`config.mk`:
```
export PLATFORM = sky130hd
export DESIGN_NAME = ring_fill_watch
export DESIGN_NICKNAME = d
export VERILOG_FILES = /design/src/rtl/ring_fill_watch_pkg.sv /design/src/rtl/fill_level_classify.sv /design/src/rtl/sticky_fill_flag.sv /design/src/rtl/reap_budget_scale.sv /design/src/rtl/ring_fill_watch.sv
export SDC_FILE = /design/constraint.sdc
export NUM_CORES = 1
export LEC_CHECK = 0
export CORE_MARGIN = 5
export CORE_UTILIZATION = 44
export CTS_BUF_LIST = sky130_fd_sc_hd__clkbuf_16
export CTS_CLUSTER_SIZE = 10
export DETAILED_ROUTE_END_ITERATION = 12
export GPL_ROUTABILITY_DRIVEN = 0
export HOLD_SLACK_MARGIN = 0.03
export PLACE_DENSITY = 0.91
export REMOVE_ABC_BUFFERS = 1
export SLEW_MARGIN = 20
export SYNTH_ARGS = -nofsm -noshare
export SYNTH_HDL_FRONTEND = slang
export SYNTH_SLANG_ARGS = --single-unit
```
`constraint.sdc`:
```
create_clock -name clk -period 3.18 [get_ports clk]
set_input_delay 0.636 -clock clk [delete_from_list [all_inputs] [get_ports clk]]
set_output_delay 0.636 -clock clk [all_outputs]
set_load 0.05 [all_outputs]
```
`src/rtl/ring_fill_watch_pkg.sv`:
```
package ring_fill_watch_pkg;
   typedef enum logic [1:0] {
      LVL_SAFE = 2'd0,
      LVL_NEAR = 2'd1,
      LVL_CRIT = 2'd2
   } fill_level_e;
endpackage

```
`src/rtl/fill_level_classify.sv`:
```
module fill_level_classify
   import ring_fill_watch_pkg::*;
#(
   parameter int CNT_W = 16
) (
   input  logic [CNT_W-1:0] count_i,
   input  logic [CNT_W-1:0] safe_thr_i,
   input  logic [CNT_W-1:0] crit_thr_i,
   output fill_level_e      level_o
);
   // critical is tested first, so it takes precedence when thresholds overlap
   always_comb begin
      if (count_i > crit_thr_i)
         level_o = LVL_CRIT;
      else if (count_i < safe_thr_i)
         level_o = LVL_SAFE;
      else
         level_o = LVL_NEAR;
   end
endmodule

```
`src/rtl/sticky_fill_flag.sv`:
```
module sticky_fill_flag (
   input  logic clk,
   input  logic rst_n,
   input  logic set_i,
   input  logic clr_i,
   output logic flag_o
);
   // the set is tested first, so it wins over a clear on the same edge
   always_ff @(posedge clk or negedge rst_n) begin
      if (!rst_n)
         flag_o <= 1'b0;
      else if (set_i)
         flag_o <= 1'b1;
      else if (clr_i)
         flag_o <= 1'b0;
   end
endmodule

```
`src/rtl/reap_budget_scale.sv`:
```
module reap_budget_scale #(
   parameter int REAP_W     = 16,
   parameter int SCALE_LOG2 = 1
) (
   input  logic [REAP_W-1:0] base_i,
   output logic [REAP_W-1:0] scaled_o
);
   localparam int WIDE_W = REAP_W + SCALE_LOG2;

   generate
      if (SCALE_LOG2 == 0) begin : g_pass
         assign scaled_o = base_i;
      end else begin : g_shift
         logic [WIDE_W-1:0] wide;
         assign wide = {{SCALE_LOG2{1'b0}}, base_i} << SCALE_LOG2;
         // any bit shifted past the output width means overflow: clamp to all ones
         assign scaled_o = (|wide[WIDE_W-1:REAP_W]) ? {REAP_W{1'b1}}
                                                    : wide[REAP_W-1:0];
      end
   endgenerate
endmodule

```
`src/rtl/ring_fill_watch.sv`:
```
module ring_fill_watch
   import ring_fill_watch_pkg::*;
#(
   parameter int CNT_W      = 16,
   parameter int REAP_W     = 16,
   parameter int SCALE_LOG2 = 1
) (
   input  logic              clk,
   input  logic              rst_n,
   input  logic              eval_i,
   input  logic              irq_i,
   input  logic [CNT_W-1:0]  count_i,
   input  logic [CNT_W-1:0]  safe_thr_i,
   input  logic [CNT_W-1:0]  crit_thr_i,
   input  logic [REAP_W-1:0] reap_base_i,
   output logic [1:0]        level_o,
   output logic              near_full_o,
   output logic [REAP_W-1:0] reap_lim_o
);
   generate
      if (CNT_W < 2) begin : g_bad_cnt
         $error("ring_fill_watch: CNT_W must be at least 2");
      end
      if (REAP_W < 2) begin : g_bad_reap
         $error("ring_fill_watch: REAP_W must be at least 2");
      end
      if (SCALE_LOG2 < 0 || SCALE_LOG2 > 8) begin : g_bad_scale
         $error("ring_fill_watch: SCALE_LOG2 must be within 0..8");
      end
   endgenerate

   fill_level_e       cls;
   logic              flag_q;
   logic              clr_flag;
   logic [REAP_W-1:0] scaled;
   fill_level_e       level_q;
   logic              nf_q;
   logic [REAP_W-1:0] reap_q;

   fill_level_classify #(.CNT_W(CNT_W)) u_cls (
      .count_i    (count_i),
      .safe_thr_i (safe_thr_i),
      .crit_thr_i (crit_thr_i),
      .level_o    (cls)
   );

   // only an evaluation that runs with the flag set and finds the safe band clears it
   assign clr_flag = eval_i && flag_q && (cls == LVL_SAFE);

   sticky_fill_flag u_flag (
      .clk    (clk),
      .rst_n  (rst_n),
      .set_i  (irq_i),
      .clr_i  (clr_flag),
      .flag_o (flag_q)
   );

   reap_budget_scale #(.REAP_W(REAP_W), .SCALE_LOG2(SCALE_LOG2)) u_scale (
      .base_i   (reap_base_i),
      .scaled_o (scaled)
   );

   always_ff @(posedge clk or negedge rst_n) begin
      if (!rst_n) begin
         level_q <= LVL_SAFE;
         nf_q    <= 1'b0;
         reap_q  <= '0;
      end else if (eval_i) begin
         if (flag_q) begin
            level_q <= cls;
            nf_q    <= (cls != LVL_SAFE);
            reap_q  <= (cls != LVL_SAFE) ? scaled : reap_base_i;
         end else begin
            nf_q   <= 1'b0;
            reap_q <= reap_base_i;
         end
      end
   end

   assign level_o     = level_q;
   assign near_full_o = nf_q;
   assign reap_lim_o  = reap_q;
endmodule

```
Word level (Yosys, flattened, before mapping)
Index checks and enable logic that the tools add are counted.

operators by class
  reduce and logical (&&, ||, !) cells = 6
  muxes and demuxes = 8
  magnitude comparators = 2

operators by type and width
  cell                            number
  16-bit 2-to-1 mux               3
  16-bit greater-than comparator  1
  16-bit < comparator             1
  1-bit 2-to-1 mux                4
  2-bit nonzero test              2
  1-bit logical AND               2
  2-bit logical NOT               1
  2-bit 2-to-1 mux                1
  2-bit AND reduction             1

storage, ports and cells
  input bits = 68
  logic and storage cells = 20
  flip-flop bits (word level) = 20
  output and inout port bits = 19

Longest topological paths before layout
Gate-level depths: netlist (run 1).

  depth after elaboration = 7
  depth in mapped cells = 9
  depth with buffers taken out = 8

By module
A second synthesis (run 1) with hierarchy kept.

unflattened totals
  cell total of the unflattened synthesis = 231
  area total of the unflattened synthesis = 2013.2 um^2

by module, submodules not included
  module               sequential area each (um^2)  cells each  area each (um^2)  times used
  ring_fill_watch      475.5                        102         1089.8            1
  fill_level_classify  0.0                          109         774.5             1
  reap_budget_scale    0.0                          17          112.6             1
  sticky_fill_flag     25.0                         3           36.3              1

Least setup slack after synthesis (run 1)
No wires, ideal clock.

  path type = in2reg
  from = in crit_thr_i[15]
  to = reg reap_q[11], in the netlist reap_lim_o[11]
  arrival = 2411 ps
  slack = 646 ps
  data required time = 3057 ps
  cell stages on the path = 8
  setup time = 123 ps
  path buffers = 1
  cell sequence = inv_1 -> ha_1 -> nand4_1 -> nor4_1 -> a311o_1 -> nand3_1 -> buf_2 -> o221a_2

between the ends
  word-level cells in the longest chain between the ends = 5

ends and longest elaborated chain
  what                            line                       source
  start: declaration              ring_fill_watch.sv:14      input logic [CNT_W-1:0] crit_thr_i,
  16-bit greater-than comparator  fill_level_classify.sv:13  if (count_i > crit_thr_i)
  2-bit 2-to-1 mux                fill_level_classify.sv:13
  2-bit nonzero test              ring_fill_watch.sv:72      reap_q <= (cls != LVL_SAFE) ? scaled : reap_base_i;
  16-bit 2-to-1 mux               ring_fill_watch.sv:72
  16-bit 2-to-1 mux               ring_fill_watch.sv:69      if (flag_q) begin
  end signal: assignment          ring_fill_watch.sv:72
  end signal: assignment          ring_fill_watch.sv:75      reap_q <= reap_base_i;
  end: declaration                ring_fill_watch.sv:38      logic [REAP_W-1:0] reap_q;

Every way passes these cells.
A chain may end at the register's enable or synchronous reset.

Final worst setup path (run 1)
  from = in safe_thr_i[11]
  to = reg reap_q[6], in the netlist reap_lim_o[6]

between the ends
  word-level cells in the longest chain between the ends = 6

ends and longest elaborated chain
  what                 line                       source
  start: declaration   ring_fill_watch.sv:13      input logic [CNT_W-1:0] safe_thr_i,
  16-bit < comparator  fill_level_classify.sv:15  else if (count_i < safe_thr_i)
  1-bit 2-to-1 mux     fill_level_classify.sv:15
  2-bit 2-to-1 mux     fill_level_classify.sv:13
  2-bit nonzero test   ring_fill_watch.sv:72
  16-bit 2-to-1 mux    ring_fill_watch.sv:72
  16-bit 2-to-1 mux    ring_fill_watch.sv:69

Every way passes these cells.

==> flow_metrics.py, run 1 <==
metrics = {
    "critical_path": {
        "crit_path_max_incr_delay_ns": 0.45,
        "startpoint_type": "input pin",
        "worstPathCellList": "clkdlybuf4s50_1 -> inv_1 -> ha_1 -> nand4_1 -> or3_1 -> o32ai_1 -> or4_4 -> o211ai_4 -> buf_12 -> o221a_2",
        "cp_data_arrival_time_ns": 3.17,
        "worstPathRequired_ns": 3.32,
        "startpoint": "safe_thr_i[11]",
        "r2r_start": "u_flag.flag_o$_DFFE_PN0P_",
        "path_max_fanout": 10,
        "slowest_stage": "clkdlybuf4s50_1",
        "cp-end-kind": "register",
        "crit_type": "input pin to register",
    },
    "synthesis": {
        "async_reset_ff_share_pct": 100,
        "syn_inst": 181,
        "ys.flop_type": "dfrtp_1",
        "synth_area_mm2": 0.00174,
        "ys.warnings.count": 0,
        "avgSynthCellArea_um2": 9.62,
        "ys_ff_latch": 20,
        "synth-edff-count": 0,
        "seq_area_frac_synth_pct": 28.8,
        "synthDistinctLibCells": 38,
    },
    "timing": {
        "rsz0062_at_grt": "false",
        "worst_pin_slew_ns": 0.908,
        "min_period_over_period_pct": 95.4,
        "hold_slack_ns": 0.497,
        "fmax_mhz": 330,
        "setup_viol": 0,
        "relSlewSlack_pct": 39.3,
        "skew_ns": 0.00250,
        "finalHoldViolations": 0,
        "finalCriticalPeriod_ns": 3.03,
        "drv_slew": 0,
        "tns_ns": 0,
        "timing.final.ws_setup_ns": 0.147,
    },
    "routing": {
        "wl_per_cell_um": 16.6,
        "drc": 0,
        "drt-vias-per-instance": 5.29,
        "first_pass_iters": 4,
        "drtIter0Drc": 77,
        "wl_mm": 5.34,
        "ant_nets": 0,
        "vias": 1699,
    },
    "clocking": {
        "cts_sinks": 20,
        "cts_root_buffer": "clkbuf_16",
        "clk_latency_ns": 0.26,
        "clk_pin_slew_ns": 0.06,
        "cts_buffers": 3,
        "postCtsSetupBuffers": 0,
        "cts_hold_buf": 0,
        "clk_path_buf_depth": 2,
        "cts_tree": "yes",
        "cts-resized-gates": 0,
        "htreeDepth": 1,
    },
    "global_route": {
        "antenna_found_initial": 0,
        "grtUsageMet1_pct": 25.5,
        "track_usage_pct": 20.6,
        "use_met3_pct": 1.79,
        "grt-busiest-layer": "met2",
        "grt_pass1_vias": 1797,
        "grt_max_degree": 23,
        "grtUsageMet2_pct": 38.3,
        "grt_pass1_wl_mm": 8.66,
        "grt_overflow": 0,
    },
    "floorplan": {
        "design.die.area_mm2": 0.00531,
        "io_pins": 87,
        "rows": 22,
        "initial_core_util_pct": 46.5,
        "core_area_mm2": 0.00374,
        "fp.dieW_um": 72.9,
        "die_h_um": 72.9,
    },
    "status": {
        "outcome": "finished clean",
    },
    "power": {
        "power_density_mw_per_mm2": 433,
        "ir_drop_mv": 0.378,
        "p_leak_nw": 1.27,
        "finalPower_mw": 1.21,
    },
    "cells_and_area": {
        "final_nets": 373,
        "n_antenna_cell": 0,
        "layout-drive-gt1-share_pct": 16.1,
        "syn2layout_area_growth_pct": 60.9,
    },
    "worst_hold_path": {
        "holdCritStartpoint": "near_full_o$_DFFE_PN0P_",
        "min_path_type": "register to register",
    },
    "placement": {
        "hpwl_mm": 4.49,
        "dp_slack_ns": 0.0298,
        "portBuffers": 86,
    },
    "run": {
        "max_cap_violations": 0,
    },
}
## Yosys cell counts (2+ instances only)
cell type,instances,share of area (%)
nand4_1,7,2.5
o221a_2,13,8.4
nand2_1,5,1.1
nor2_1,4,0.86
ha_1,31,22
o21ai_0,4,1.2
nand3_1,4,1.2
clkbuf_1,2,0.43
o21a_1,2,0.86
dfrtp_1,20,29
inv_1,33,7.1
a21o_1,3,1.3
o211ai_1,3,1.3
a21oi_1,13,3.7
or2_2,14,5.0
## critical path: cells and delay by family
kind	cells	cell delay, ns
simple gates	3	0.81
fa+ha+maj	1	0.30
compound gates	3	0.77
buf+inv	3	0.66
## cells by family (layout without fill, tap and decap cells)
group                    after synthesis  count (layout)  synth area share, %
buffers and inverters                 37             129                 8.48
AND/OR/NAND/NOR                       43              43                 14.8
flip-flops                            20              20                 28.8
AO/OA/AOI/OAI                         49              49                 25.0
multiplexers                           1               1                0.647
adder cells (fa/ha/maj)               31              31                 22.3
## cell usage in the layout, fill, tap and decap left out, types with 2 or more instances in the layout
master	Yosys	layout
a21o_1	3	3
nor2_1	4	4
nand4_1	7	7
o211ai_1	3	3
buf_4	0	5
nand2_1	5	5
nand3_1	4	4
o21ai_0	4	4
clkdlybuf4s50_1	0	86
o221a_2	13	13
ha_1	31	31
a21oi_1	13	13
or2_2	14	14
o21a_1	2	2
inv_1	33	33
dfrtp_1	20	20
clkbuf_16	0	3
## cell type report
type,count,area [um2]
multi-input cells,124,1090
fillers,264,943
repair buffers,92,918
flip-flops and latches,20,500
inverters,33,124
clock buffers,3,75.1
well taps,48,60.1
clock inverters,1,30.0
## where the power goes
| group | internal [mW] | switching [mW] |
|---|---|---|
| registers | 0.297 | 0.0252 |
| clock network | 0.250 | 0.0963 |
| logic | 0.250 | 0.295 |
## final timing paths
| check | cells after the start | end | slack, ns |
|---|---|---|---|
| hold / removal | 1 | near_full_o$_DFFE_PN0P_ | 0.50 |
| min in group asynchronous | 1 | reap_lim_o[8]$_DFFE_PN0P_ | 0.89 |
| setup / recovery | 10 | reap_lim_o[6]$_DFFE_PN0P_ | 0.15 |
| hold reg to reg | 1 | near_full_o$_DFFE_PN0P_ | 0.50 |
| max in group asynchronous | 1 | reap_lim_o[0]$_DFFE_PN0P_ | 1.73 |
| setup reg to reg | 5 | reap_lim_o[6]$_DFFE_PN0P_ | 1.68 |
## layer usage
metal / share of wire [%] / vias to the layer above
li1: - / 847
met3: 4.2 / 6
met5: 0 / -
met2: 53 / 55
met4: 1.2 / 0
met1: 41 / 791
## state kept, by name, indices dropped and copies added, names as in the netlist
| name | cells |
|---|---|
| u_flag.flag_o | 1 |
| level_o | 2 |
| near_full_o | 1 |
| reap_lim_o | 16 |
## stage by stage
stage | cells | cell area [um2] | utilization, %
after CTS | 321 | 2800 | 74.8
after global routing | 321 | 2800 | 74.8
after floorplan | 177 | 1720 | -
after detailed placement | 317 | 2700 | 72.0
after global placement | 317 | 2700 | 72.0
final | 321 | 2800 | 74.8
No activity file was read; power rests on OpenSTA's default activity.
==> run 2, diff against run 1 <==
Settings changed: CORE_UTILIZATION 44 to 41, PLACE_DENSITY 0.91 to 0.86.
Clock period 3.18 ns to 3 ns, I/O delays scaled along.
==> run 2 against run 1 <==
  * Worst setup slack better by 0.0086 ns
  * Sequential power up 5%
  * Global-route usage down 2.2 points
  * Clock skew up 0.0020 ns
  * First-iteration DRC count up 31%
  * Worst hold slack worse by 0.022 ns
  * Largest cell class unchanged
  * Sequential cell count unchanged
  * Routed wire length down 2.7%
  * Critical path depth unchanged
  * Die area up 6.3%
  * Final cell count up 1.9%
  * Clock power up 5%
==> flow_metrics.py, run 2 (same netlist as run 1, synthesis figures left out) <==
metrics = {
    "timing": {
        "drv_slew": 0,
        "rsz0062_at_grt": "false",
        "fmax_mhz": 352,
        "tns_ns": 0,
        "skew_ns": 0.00453,
        "timing.final.ws_setup_ns": 0.156,
        "relSlewSlack_pct": 37.3,
        "setup_viol": 0,
        "min_period_over_period_pct": 94.8,
        "finalHoldViolations": 0,
        "worst_pin_slew_ns": 0.937,
        "finalCriticalPeriod_ns": 2.84,
    },
    "global_route": {
        "grt_pass1_vias": 1804,
        "grt_max_degree": 21,
        "antenna_found_initial": 0,
        "track_usage_pct": 18.4,
        "grt_overflow": 0,
        "grt_pass1_wl_mm": 8.03,
    },
    "clocking": {
        "cts-resized-gates": 0,
        "cts_buffers": 3,
        "cts_root_buffer": "clkbuf_16",
        "cts_sinks": 20,
        "htreeDepth": 1,
        "postCtsSetupBuffers": 0,
        "clk_pin_slew_ns": 0.06,
        "cts_hold_buf": 0,
        "clk_path_buf_depth": 2,
        "cts_tree": "yes",
        "clk_latency_ns": 0.25,
    },
    "cells_and_area": {
        "final_cell_mix": "clkdlybuf4s50_1, inv_1, ha_1",
        "syn2layout_area_growth_pct": 62.0,
        "n_antenna_cell": 0,
        "final_common_cell": "clkdlybuf4s50_1",
        "largest_reg_flops": 16,
        "final_nets": 377,
        "layout-drive-gt1-share_pct": 17.3,
    },
    "floorplan": {
        "fp.dieW_um": 75.2,
        "initial_core_util_pct": 42.9,
        "rows": 23,
        "design.die.area_mm2": 0.00565,
        "die_h_um": 75.2,
        "core_area_mm2": 0.00406,
        "io_pins": 87,
    },
    "critical_path": {
        "r2r_start": "u_flag.flag_o$_DFFE_PN0P_",
        "cp-end-kind": "register",
        "startpoint": "safe_thr_i[11]",
        "path_max_fanout": 9,
        "cp_data_arrival_time_ns": 2.98,
        "crit_type": "input pin to register",
        "worstPathRequired_ns": 3.14,
        "r2r_cells": 5,
        "ff2ff_setup_slack_ns": 1.51,
        "startpoint_type": "input pin",
    },
    "worst_hold_path": {
        "holdPathStages": 1,
        "min_path_type": "register to register",
        "holdCritStartpoint": "near_full_o$_DFFE_PN0P_",
    },
    "routing": {
        "wl_mm": 5.20,
        "drc": 0,
        "vias": 1756,
        "wl_per_cell_um": 15.9,
        "drt-vias-per-instance": 5.37,
        "ant_nets": 0,
        "first_pass_iters": 4,
        "drtIter0Drc": 101,
    },
    "placement": {
        "dp_slack_ns": -0.0940,
        "hpwl_mm": 4.29,
        "portBuffers": 86,
    },
    "power": {
        "power_density_mw_per_mm2": 455,
        "p_leak_nw": 1.29,
        "ir_drop_mv": 0.318,
        "finalPower_mw": 1.28,
    },
    "status": {
        "outcome": "finished clean",
    },
    "run": {
        "max_cap_violations": 0,
    },
}
-- run 2: cell count changes in the layout (fill, tap and decap cells not counted), sizes merged --
cell  delta
buf      +4
-- run 2: final timing paths --
| check | end |
|---|---|
| max | reap_lim_o[5]$_DFFE_PN0P_ |
| min | near_full_o$_DFFE_PN0P_ |
| max reg2reg | reap_lim_o[5]$_DFFE_PN0P_ |
| min reg2reg | near_full_o$_DFFE_PN0P_ |
| max in group asynchronous | near_full_o$_DFFE_PN0P_ |
| min in group asynchronous | reap_lim_o[6]$_DFFE_PN0P_ |
-- run 2: area by class of cell --
cell class | instances | area [um2]
clock buffers | 3 | 75.1
repair buffers | 96 | 936
well taps | 50 | 62.6
inverters | 33 | 124
flip-flops and latches | 20 | 500
fillers | 323 | 1240
multi-input cells | 124 | 1090
clock inverters | 1 | 30.0
-- run 2: stage by stage --
stage	util (%)	hold slack (ns)	instance area, um2	std cells
3_3_place_gp	66.9	0.471	2720	323
2_1_floorplan	-	0.304	1720	177
4_1_cts	69.5	0.482	2820	327
6_report	69.5	0.475	2820	327
3_5_place_dp	66.9	0.470	2720	323
5_1_grt	69.5	0.512	2820	327
-- run 2: where the power goes --
part           leakage [nW]  switching (mW)  internal (mW)
Sequential            0.215          0.0248          0.315
Combinational          1.02           0.312          0.269
Clock                0.0511          0.0981          0.265
Total                  1.29           0.435          0.848
-- run 2: critical path: stages --
cell and delay [ns]:
clkdlybuf4s50_1 0.45, inv_1 0.04, ha_1 0.30, nand4_1 0.14
or3_1 0.38, o32ai_1 0.31, or4_4 0.21, o211ai_4 0.07
buf_4 0.18, o221a_2 0.28
-- run 2: routing by layer --
metal / global-route usage (%) / part of all wire [%]
met2: 36.2 / 56
met1: 20.5 / 37
met3: 3.34 / 6.0
met5: 0 / 0
met4: 3.69 / 1.1
==> run 3, diff against run 2 <==
Settings changed: CORE_UTILIZATION 41 to 40, PLACE_DENSITY 0.86 to 0.84, SLEW_MARGIN 20 to not set.
==> run 3 against run 2 <==
  * Sequential power about the same
  * Critical path depth down 1
  * Global-route usage down 1.6 points
  * First-iteration DRC count down 40%
  * Clock skew down 0.0034 ns
  * Highest routed layer unchanged
==> flow_metrics.py, run 3 (same netlist as run 1, synthesis figures left out) <==
metrics = {
    "clocking": {
        "clk_latency_ns": 0.25,
        "postCtsSetupBuffers": 0,
        "cts_root_buffer": "clkbuf_16",
        "clk_path_buf_depth": 2,
        "clk_pin_slew_ns": 0.05,
        "cts_sinks": 20,
        "htreeDepth": 1,
        "cts_buffers": 3,
        "cts_tree": "yes",
    },
    "routing": {
        "wl_per_cell_um": 14.6,
        "drtIter0Drc": 61,
        "top_layer": "met4",
        "wl_mm": 4.86,
        "first_pass_iters": 4,
        "met2_length_mm": 2.53,
        "vias": 1699,
        "ant_nets": 0,
        "wl_met1_mm": 2.01,
        "routed-wl-met3_um": 246,
        "drc": 0,
        "drt-vias-per-instance": 5.10,
    },
    "power": {
        "ir_drop_mv": 0.298,
        "p_leak_nw": 1.31,
        "p_sw_uw": 432,
        "clockPowerShare_pct": 28.3,
        "finalPower_mw": 1.29,
        "power_density_mw_per_mm2": 449,
        "pwr-share-comb_pct": 45.3,
        "seq_power_share_pct": 26.4,
        "p_sw_share_pct": 33.5,
        "p_int_uw": 857,
    },
    "timing": {
        "skew_ns": 0.00112,
        "setup_viol": 0,
        "fmax_mhz": 350,
        "min_period_over_period_pct": 95.1,
        "finalCriticalPeriod_ns": 2.85,
        "rsz0062_at_grt": "false",
        "finalHoldViolations": 0,
        "worst_pin_slew_ns": 0.863,
        "relSlewSlack_pct": 42.3,
        "drv_slew": 0,
    },
    "status": {
        "outcome": "finished clean",
    },
    "floorplan": {
        "design.die.area_mm2": 0.00577,
        "core_area_mm2": 0.00429,
        "die_h_um": 76.0,
        "rows": 24,
        "initial_core_util_pct": 40.5,
        "io_pins": 87,
        "fp.dieW_um": 76.0,
    },
    "worst_hold_path": {
        "holdPathStages": 1,
        "holdCritStartpoint": "near_full_o$_DFFE_PN0P_",
        "min_path_type": "register to register",
    },
    "critical_path": {
        "cp_data_arrival_time_ns": 2.99,
        "path_max_fanout": 14,
        "crit_type": "input pin to register",
        "startpoint_type": "input pin",
        "r2r_cells": 5,
        "r2r_start": "u_flag.flag_o$_DFFE_PN0P_",
        "critPathCapture": "reap_lim_o[12]$_DFFE_PN0P_",
        "cp-end-kind": "register",
        "slowest_stage": "clkdlybuf4s50_1",
        "reg2reg_to": "reap_lim_o[12]$_DFFE_PN0P_",
        "ff2ff_setup_slack_ns": 1.54,
        "crit_path_max_incr_delay_ns": 0.47,
        "startpoint": "safe_thr_i[14]",
        "worstPathCellList": "clkdlybuf4s50_1 -> inv_1 -> ha_1 -> nand4_1 -> or3_1 -> o32ai_1 -> or4_4 -> o211ai_4 -> o221a_2",
        "worstPathRequired_ns": 3.14,
    },
    "cells_and_area": {
        "syn2layout_area_growth_pct": 65.1,
        "final_area_mm2": 0.00287,
        "final_common_cell": "clkdlybuf4s50_1",
        "n_antenna_cell": 0,
        "final_cells": 333,
        "final_nets": 381,
        "largest_reg_flops": 16,
        "final_cell_mix": "clkdlybuf4s50_1, inv_1, ha_1",
        "n_fill_cell": 358,
        "layout-drive-gt1-share_pct": 18.9,
    },
    "placement": {
        "hpwl_mm": 4.12,
        "portBuffers": 86,
        "dpl.cell_count": 329,
        "placed_area_mm2": 0.00276,
    },
    "global_route": {
        "track_usage_pct": 16.8,
        "grt_pass1_wl_mm": 7.98,
        "grt_overflow": 0,
        "antenna_found_initial": 0,
        "grt_pass1_vias": 1726,
        "grt_max_degree": 21,
    },
    "run": {
        "max_cap_violations": 0,
    },
}
==> run 3: cell types whose count changed in the layout (fill, tap and decap cells not counted), sizes merged <==
| cell | change |
|---|---|
| buf | +4 |
==> run 3: worst max-delay path: cells and delay by family <==
kind	cells	cell delay, ns
AO/OA/AOI/OAI	3	0.85
AND/OR/NAND/NOR	3	0.74
buffers and inverters	2	0.52
adder cells (fa/ha/maj)	1	0.28
==> run 3: what timing repair did <==
action                                 4_1_cts  5_1_grt
gates resized for setup                      0        1
setup endpoints to repair                    0       13
hold buffers                                 0        0
endpoints found under the hold margin        0        0
==> run 3: power by group through the flow <==
stage	Combinational (mW)	Clock (mW)	Sequential [mW]
after floorplan	0.168	0	0.496
after global placement	0.573	0	0.342
after detailed placement	0.584	0	0.343
after CTS	0.585	0.375	0.340
after global routing	0.624	0.389	0.346
final	0.584	0.365	0.341
==> run 3: worst min path at each step <==
| stage | endpoint | slack [ns] |
|---|---|---|
| 6_report | near_full_o$_DFFE_PN0P_ | 0.49 |
| 2_1_floorplan | level_o[0]$_DFFE_PN0P_ | 0.30 |
| 3_3_place_gp | near_full_o$_DFFE_PN0P_ | 0.47 |
| 3_5_place_dp | near_full_o$_DFFE_PN0P_ | 0.48 |
| 5_1_grt | near_full_o$_DFFE_PN0P_ | 0.53 |
| 4_1_cts | near_full_o$_DFFE_PN0P_ | 0.49 |
==> run 3: layer usage <==
metal	GRT usage (%)	vias to the layer above
li1	-	861
met1	18.8	787
met2	31.0	45
met3	4.15	6
met4	4.98	0
met5	0	-
==> run 3: final cells by class <==
type                    count  area (um2)  share of cell area [%]
clock buffers               3        75.1                    2.61
repair buffers            100         978                    34.1
inverters                  33         124                    4.31
clock inverters             1        30.0                    1.05
multi-input cells         124        1100                    38.3
well taps                  52        65.1                    2.26
flip-flops and latches     20         500                    17.4
==> run 3: stage by stage <==
step	TNS (ns)	hold WS [ns]	worst slack [ns]	utilization (%)
3_5_place_dp	-1.36	0.476	-0.111	64.3
5_1_grt	0	0.533	0.00937	66.9
3_3_place_gp	-0.508	0.466	-0.0396	64.3
6_report	0	0.485	0.147	66.9
2_1_floorplan	0	0.304	0.463	-
4_1_cts	0	0.489	0.156	66.7
